[config.mk]
export PLATFORM = sky130hd
export DESIGN_NAME = sram_async_ctrl
export DESIGN_NICKNAME = d
export VERILOG_FILES = /design/src/rtl/sram_ctrl_pkg.sv /design/src/rtl/sram_phase_cnt.sv /design/src/rtl/sram_rd_latch.sv /design/src/rtl/sram_async_ctrl.sv
export SDC_FILE = /design/constraint.sdc
export NUM_CORES = 1
export LEC_CHECK = 0
export BUFFER_PORTS_ARGS = -buffer_cell sky130_fd_sc_hd__buf_2
export CAP_MARGIN = 20
export CORE_MARGIN = 4
export CORE_UTILIZATION = 35
export DETAILED_ROUTE_END_ITERATION = 8
export MAX_ROUTING_LAYER = met4
export SLEW_MARGIN = 15
export SYNTH_ARGS = -nofsm -noshare
export SYNTH_HDL_FRONTEND = slang
export SYNTH_SLANG_ARGS = --single-unit
[constraint.sdc]
create_clock -name clk -period 2.4 [get_ports clk]
set_clock_uncertainty 0.2 [all_clocks]
set_input_delay 0.48 -clock clk [delete_from_list [all_inputs] [get_ports clk]]
set_output_delay 0.48 -clock clk [all_outputs]
set_load 0.1 [all_outputs]
[src/rtl/sram_ctrl_pkg.sv]
package sram_ctrl_pkg;

    typedef enum logic [2:0] {
        ST_IDLE,
        ST_READ,
        ST_WSETUP,
        ST_WPULSE,
        ST_RECOVER
    } ctrl_state_e;

    // Whole cycles covering a time, never less than one.
    function automatic int unsigned cyc_of(input int unsigned t_ps, input int unsigned clk_ps);
        int unsigned n;
        n = (t_ps + clk_ps - 1) / clk_ps;
        return (n < 1) ? 1 : n;
    endfunction

    function automatic int unsigned umax(input int unsigned a, input int unsigned b);
        return (a > b) ? a : b;
    endfunction

endpackage

[src/rtl/sram_phase_cnt.sv]
module sram_phase_cnt #(
    parameter int unsigned W = 4
) (
    input  logic         clk,
    input  logic         rst_n,
    input  logic         load_i,
    input  logic [W-1:0] val_i,
    output logic         zero_o
);
    logic [W-1:0] cnt_d, cnt_q;

    always_comb begin
        if (load_i)
            cnt_d = val_i;
        else if (cnt_q != '0)
            cnt_d = cnt_q - 1'b1;
        else
            cnt_d = cnt_q;
    end

    always_ff @(posedge clk) begin
        if (!rst_n) cnt_q <= '0;
        else        cnt_q <= cnt_d;
    end

    assign zero_o = (cnt_q == '0);
endmodule

[src/rtl/sram_rd_latch.sv]
module sram_rd_latch #(
    parameter int unsigned DATA_W = 8
) (
    input  logic              clk,
    input  logic              rst_n,
    input  logic              capture_i,
    input  logic [DATA_W-1:0] din_i,
    output logic [DATA_W-1:0] rdata_o,
    output logic              rvalid_o
);
    logic [DATA_W-1:0] rdata_d, rdata_q;
    logic              rvalid_d, rvalid_q;

    always_comb begin
        rdata_d  = capture_i ? din_i : rdata_q;
        rvalid_d = capture_i;
    end

    always_ff @(posedge clk) begin
        if (!rst_n) begin
            rdata_q  <= '0;
            rvalid_q <= 1'b0;
        end else begin
            rdata_q  <= rdata_d;
            rvalid_q <= rvalid_d;
        end
    end

    assign rdata_o  = rdata_q;
    assign rvalid_o = rvalid_q;
endmodule

[src/rtl/sram_async_ctrl.sv]
module sram_async_ctrl
    import sram_ctrl_pkg::*;
#(
    parameter int unsigned ADDR_W    = 19,
    parameter int unsigned DATA_W    = 8,
    parameter int unsigned CLK_PS    = 10000,
    parameter int unsigned T_ACC_PS  = 10000,
    parameter int unsigned T_CYC_PS  = 10000,
    parameter int unsigned T_WPW_PS  = 7000,
    parameter int unsigned T_DSU_PS  = 6000,
    parameter int unsigned T_ASU_PS  = 7000
) (
    input  logic              clk,
    input  logic              rst_n,
    input  logic              host_req_i,
    input  logic              host_we_i,
    input  logic [ADDR_W-1:0] host_addr_i,
    input  logic [DATA_W-1:0] host_wdata_i,
    output logic              host_ack_o,
    output logic [DATA_W-1:0] host_rdata_o,
    output logic              host_rvalid_o,
    output logic [ADDR_W-1:0] mem_addr_o,
    output logic              mem_ce_n_o,
    output logic              mem_oe_n_o,
    output logic              mem_we_n_o,
    output logic [DATA_W-1:0] mem_dq_o,
    input  logic [DATA_W-1:0] mem_dq_i,
    output logic              mem_dq_oe_o
);
    // Strobe-low length of a read and of the write pulse, in cycles.
    localparam int unsigned RD_CYC = umax(cyc_of(T_ACC_PS, CLK_PS), cyc_of(T_CYC_PS, CLK_PS));
    localparam int unsigned WP_CYC = umax(umax(cyc_of(T_WPW_PS, CLK_PS), cyc_of(T_DSU_PS, CLK_PS) + 1),
                                          umax(cyc_of(T_ASU_PS, CLK_PS), cyc_of(T_CYC_PS, CLK_PS) - 1));
    localparam int unsigned CNT_W  = $clog2(umax(RD_CYC, WP_CYC) + 1);

    typedef struct packed {
        ctrl_state_e       state;
        logic [ADDR_W-1:0] addr;
        logic [DATA_W-1:0] wdata;
        logic              ce_n;
        logic              oe_n;
        logic              we_n;
        logic              dq_oe;
        logic              ack;
    } ctrl_regs_t;

    ctrl_regs_t        r_d, r_q;
    logic              cnt_load;
    logic [CNT_W-1:0]  cnt_val;
    logic              cnt_zero;
    logic              rd_capture;

    always_comb begin
        r_d        = r_q;
        r_d.ack    = 1'b0;
        cnt_load   = 1'b0;
        cnt_val    = '0;
        rd_capture = 1'b0;
        unique case (r_q.state)
            ST_IDLE: begin
                if (host_req_i) begin
                    r_d.addr  = host_addr_i;
                    r_d.wdata = host_wdata_i;
                    r_d.ce_n  = 1'b0;
                    if (host_we_i) begin
                        r_d.state = ST_WSETUP;
                    end else begin
                        r_d.state = ST_READ;
                        r_d.oe_n  = 1'b0;
                        cnt_load  = 1'b1;
                        cnt_val   = CNT_W'(RD_CYC - 1);
                    end
                end
            end
            ST_READ: begin
                if (cnt_zero) begin
                    rd_capture = 1'b1;
                    r_d.ce_n   = 1'b1;
                    r_d.oe_n   = 1'b1;
                    r_d.ack    = 1'b1;
                    r_d.state  = ST_RECOVER;
                end
            end
            ST_WSETUP: begin
                r_d.we_n  = 1'b0;
                r_d.state = ST_WPULSE;
                cnt_load  = 1'b1;
                cnt_val   = CNT_W'(WP_CYC - 1);
            end
            ST_WPULSE: begin
                // Driver turns on only once the strobe is already low.
                r_d.dq_oe = 1'b1;
                if (cnt_zero) begin
                    r_d.we_n  = 1'b1;
                    r_d.ce_n  = 1'b1;
                    r_d.ack   = 1'b1;
                    r_d.state = ST_RECOVER;
                end
            end
            ST_RECOVER: begin
                r_d.dq_oe = 1'b0;
                r_d.state = ST_IDLE;
            end
            default: r_d.state = ST_IDLE;
        endcase
    end

    always_ff @(posedge clk) begin
        if (!rst_n) begin
            r_q.state <= ST_IDLE;
            r_q.addr  <= '0;
            r_q.wdata <= '0;
            r_q.ce_n  <= 1'b1;
            r_q.oe_n  <= 1'b1;
            r_q.we_n  <= 1'b1;
            r_q.dq_oe <= 1'b0;
            r_q.ack   <= 1'b0;
        end else begin
            r_q <= r_d;
        end
    end

    sram_phase_cnt #(.W(CNT_W)) u_cnt (
        .clk    (clk),
        .rst_n  (rst_n),
        .load_i (cnt_load),
        .val_i  (cnt_val),
        .zero_o (cnt_zero)
    );

    sram_rd_latch #(.DATA_W(DATA_W)) u_rd (
        .clk       (clk),
        .rst_n     (rst_n),
        .capture_i (rd_capture),
        .din_i     (mem_dq_i),
        .rdata_o   (host_rdata_o),
        .rvalid_o  (host_rvalid_o)
    );

    assign host_ack_o  = r_q.ack;
    assign mem_addr_o  = r_q.addr;
    assign mem_ce_n_o  = r_q.ce_n;
    assign mem_oe_n_o  = r_q.oe_n;
    assign mem_we_n_o  = r_q.we_n;
    assign mem_dq_o    = r_q.wdata;
    assign mem_dq_oe_o = r_q.dq_oe;
endmodule

## After elaboration in Yosys (flattened, before gate mapping)

Cells that the tools add are included.

- Bits of input ports: 39
- Bits in registers: 46
- Output and inout bits: 41

- $add $sub $neg: 1
- Reductions and logical operators: 15
- Multiplexer cells: 19
- Equality and inequality tests: 9

Operators with widths:

| operator | number |
|---|---|
| two-way mux 32 bit | 1 |
| nonzero test 2 bit | 5 |
| case mux 3 bit (3 select lines) | 1 |
| two-way mux 2 bit | 4 |
| != test 2 bit (second input constant) | 4 |
| case mux 1 bit (2 select lines) | 4 |
| AND reduction 2 bit | 4 |
| AND reduction 4 bit | 2 |
| two-way mux 1 bit | 7 |
| equality test 3 x 2 -> 1 bit (second input constant) | 2 |
| equality test 3 x 1 -> 1 bit (second input constant) | 1 |
| equality test 3 bit (second input constant) | 1 |
| logical NOT 3 bit | 1 |
| two-way mux 3 bit | 1 |
| case mux 1 bit (3 select lines) | 1 |
| nonzero test 3 bit | 1 |
| logical NOT 2 bit | 1 |
| != test 2 x 1 -> 1 bit (second input constant) | 1 |
| OR reduction 2 bit | 1 |
| subtractor 2 x 1 -> 2 bit (second input constant) | 1 |

## Longest topological paths before layout

- Word-level depth: 4
- Gate-level depth with buffers: 7
- Gate-level depth less buffers: 5

## By module

From an unflattened synthesis, not the netlist that was laid out.

- Cells, all modules: 220
- Area, all modules: 1936.9 sq um

By module, submodules not included:

| module | cells an instance | area an instance (sq um) | seq. area each (sq um) | times used |
|---|---|---|---|---|
| sram_async_ctrl | 180 | 1483.9 | 700.7 | 1 |
| sram_rd_latch | 27 | 329.1 | 180.2 | 1 |
| sram_phase_cnt | 13 | 123.9 | 40.0 | 1 |

## Worst setup path after synthesis

No wires, ideal clock.

- Path kind: input port to flip-flop
- From: input port host_req_i
- To: register r_q (netlist bit mem_oe_n_o)
- Setup time: 0.136 ns
- Data arrival time: 1.370 ns
- Data required time: 2.064 ns
- Stages: 5
- Setup slack: 0.694 ns
- Path through: or4b_4 > buf_6 > buf_6 > o21ai_2 > nand3_1

- Cells in the longest elaborated chain, start to end: 2

RTL lines:

| element | line | RTL |
|---|---|---|
| from (decl) | sram_async_ctrl.sv:15 | `input logic host_req_i,` |
| != test 2 bit (no source line) | n/a |  |
| AND reduction 4 bit (no source line) | n/a |  |
| to (signal assigned) | sram_async_ctrl.sv:119 | `r_q <= r_d;` |
| to (decl) | sram_async_ctrl.sv:47 | `ctrl_regs_t r_d, r_q;` |

Every way passes these cells.
A chain may end at the register's enable or synchronous reset.

## Worst setup path after layout

- From: register r_q[32] (netlist bit)
- To: register r_q (netlist bit mem_oe_n_o)

- Cells in the longest elaborated chain, start to end: 3
- Elaborated cells on any way between the ends: 8
- Classes of those cells: 4 x eq/ne; 1 x mux; 3 x reduce/logical

RTL lines:

| element | line | RTL |
|---|---|---|
| equality test 3 x 1 -> 1 bit or logical NOT 3 bit (tied branches) | sram_async_ctrl.sv:59 | `unique case (r_q.state)` |
| != test 2 bit (no source line) or nonzero test 2 bit (tied branches) | n/a |  |
| AND reduction 4 bit (no source line) | n/a |  |

Several ways; a longest one is shown, not always the timed one.

==> flow_summary.yaml <==
logic_synthesis:
  synthTopCellsByCount: "nand2_1, dfxtp_1, buf_4, a21boi_0, o21ai_0"
  synth_top_cell_by_area: "dfxtp_1"
  ys_warn_count: 0
  synthCells: 230
  yosysUniqueCellTypes: 26
  syn-num-nets: 270
  synth_area_sq_um: 1963
  synth_flop_cell: "dfxtp_1"
  synth_edf_count: 0
  synthTopCellsByArea: "dfxtp_1, nand2_1, buf_4"
  synth-seq-cells: 46
  yosys.cell_count.top_type: "nand2_1"
  async_reset_ff_frac: 0
  netlist.area_leader.share: 0.4691
  avgSynthCellArea_sq_um: 8.535
  yosysSeqAreaShare: 0.4691
hold_path:
  min_path_cells: 3
  hold_end: "mem_addr_o[11]"
  hold_path_class: "in -> reg"
  holdCritStartpoint: "host_addr_i[11]"
grt:
  grt_pass1_vias: 1524
  grt_max_degree: 30
  antenna_found_initial: 0
  track_usage: 0.1228
  overflow: 0
  grt_pass1_wl_um: 6900
die:
  dieArea_sq_um: 6871
  initial_utilization: 0.3587
  die_w_um: 82.89
  dieHeight_um: 82.89
  rows: 27
  design.core.area_sq_um: 5473
  ios: 80
timing:
  setup_tns_ns: 0
  min_period_ns: 1.769
  report.final.setup_viol: 0
  tightest_slew_ns: 0.4968
  hold_viol_final: 0
  post-route-period-util: 0.7372
  finalMaxSlewViolations: 0
  fmax_mhz: 565.2
  relSlewSlack: 0.6711
  rsz0062_at_grt: "no"
layout:
  layout-drive-gt1-share: 0.3273
  area_growth_pct: 15.62
  fin_nets: 318
  n_fill_cell: 591
  antenna_cells: 0
placed_design:
  dp.final_hpwl_um: 2820
  place_congestion: 0.7325
  port_buffers: 79
worst_setup_path:
  required_ns: 2.37
  reg2reg_to: "mem_oe_n_o"
  critPathMaxFanout: 29
  worst-r2r-setup-slack_ns: 0.63
  cp.arrival_ns: 1.74
  crit_type: "reg -> reg"
  endpoint_kind: "register"
  r2r_start: "r_q[32]"
  worstSetupStartpointType: "register"
  rr_worst_depth: 3
drt:
  routed_wl_um: 4066
  ant_nets: 0
  wl_per_cell_um: 11.62
  first_pass_iters: 4
  drt-initial-drc-count: 25
  vias: 1559
  drc_errors: 0
  avgViaCountPerCell: 4.454
power:
  power_density_nw_per_um2: 1148
  internal_power_mw: 1.319
  finalPower_mw: 2.605
  power_frac_comb: 0.464
  pwr-share-seq: 0.371
  vdd_drop_max_v: 0.0006008
  power_switching_mw: 1.286
  clkPwrFrac: 0.165
  switching_share: 0.4938
  leakage_nw: 1.053
cts:
  cts_made_buffers: 5
  cts_sinks: 46
  htreeDepth: 2
  cts_max_path_buffers: 2
  clk_latency_ns: 0.28
  cts.repair.resized: 0
  post_cts_buffers: 0
  clock-root-buffer: "clkbuf_8"
  cts.clk_slew.worst_paths_ns: 0.08
  cts_tree: "yes"
  cts_hold_buf: 0
job:
  max_cap_viol_count: 0
status:
  status: "complete, no violations"
-- flip-flops by register name, indices dropped and copies added, names as in the netlist --
signal and flops:
mem_addr_o 19, mem_dq_o 8, u_rd.rdata_o 8, r_q 3
u_cnt.cnt_q 2, host_ack_o 1, mem_ce_n_o 1, mem_dq_oe_o 1
mem_oe_n_o 1, mem_we_n_o 1, u_rd.rvalid_o 1
-- metal layers --
metal	vias to the layer above	wire [um]	global-route usage
met5	-	0	-
met4	0	40	0.04012
met3	5	405	0.04960
met2	63	1545	0.1698
met1	677	2074	0.1626
li1	814	-	-
-- critical path, cell delays in order, from the launching register on --
cell and delay [ns]:
dfxtp_1 0.44, or4b_4 0.75, o21ai_2 0.17, nand3_1 0.08
-- cell type report --
cell class	instances	area (sq um)	area share
Clock buffer	7	76.32	0.03363
Inverter	3	11.26	0.004961
Multi-Input combinational cell	139	745.7	0.3286
Sequential cell	46	920.9	0.4057
Tap cell	72	90.09	0.03969
Timing Repair Buffer	83	425.4	0.1874
-- cell usage in the layout (no fill, tap or decap) --
cell type,count
dfxtp_1,46
a31oi_1,1
nand3_1,10
nand3b_1,1
buf_4,4
or4b_4,1
and3_1,2
nand2_1,66
nand4bb_1,1
inv_1,3
clkbuf_1,2
o21a_1,1
and2_1,2
a21oi_1,4
clkbuf_8,5
nor2_1,3
a21boi_0,22
nor2b_1,3
xor2_1,1
o21ai_0,12
a21boi_1,5
o311a_1,1
ha_1,1
nor4b_4,1
buf_2,79
o21ai_2,1
-- power groups by stage --
| stage | Sequential [mW] | Combinational [mW] | Clock [mW] |
|---|---|---|---|
| after CTS | 0.967 | 1.22 | 0.458 |
| after floorplan | 1.23 | 0.863 | 0 |
| after global placement | 0.982 | 1.21 | 0 |
| after global routing | 0.985 | 1.29 | 0.480 |
| final | 0.967 | 1.21 | 0.431 |
| after detailed placement | 0.983 | 1.22 | 0 |
-- through the flow --
step / setup WS (ns) / utilization / hold WS (ns) / area [sq um] / instances
after global routing: 0.5211 / 0.4147 / 0.2261 / 2270 / 350
final: 0.6308 / 0.4147 / 0.2280 / 2270 / 350
after global placement: 0.5682 / 0.4008 / 0.2385 / 2193 / 343
after floorplan: 0.6938 / - / 0.2354 / 1963 / 230
after detailed placement: 0.5488 / 0.4008 / 0.2420 / 2193 / 343
after CTS: 0.6004 / 0.4147 / 0.2151 / 2270 / 350
-- kinds of logic (layout without fill, tap and decap cells) --
| logic type | Yosys count | count (layout) | synth area share |
|---|---|---|---|
| xor gates and xnor gates | 1 | 1 | 0.004462 |
| adders and majority gates | 1 | 1 | 0.006372 |
| AOI/OAI and AO/OA | 47 | 47 | 0.1606 |
| DFF | 46 | 46 | 0.4691 |
| and+or+nand+nor | 90 | 90 | 0.2084 |
| buffers and inverters | 45 | 93 | 0.1510 |
-- worst max-delay path by stage --
stage | from | endpoint | depth (start not counted)
global placement | host_req_i | mem_oe_n_o | 4
floorplan | host_req_i | mem_oe_n_o | 5
finish | r_q[32] | mem_oe_n_o | 3
detailed placement | host_req_i | mem_oe_n_o | 4
global route | r_q[32] | mem_oe_n_o | 3
CTS | r_q[32] | mem_oe_n_o | 3
No activity file was read; power rests on OpenSTA's default activity.
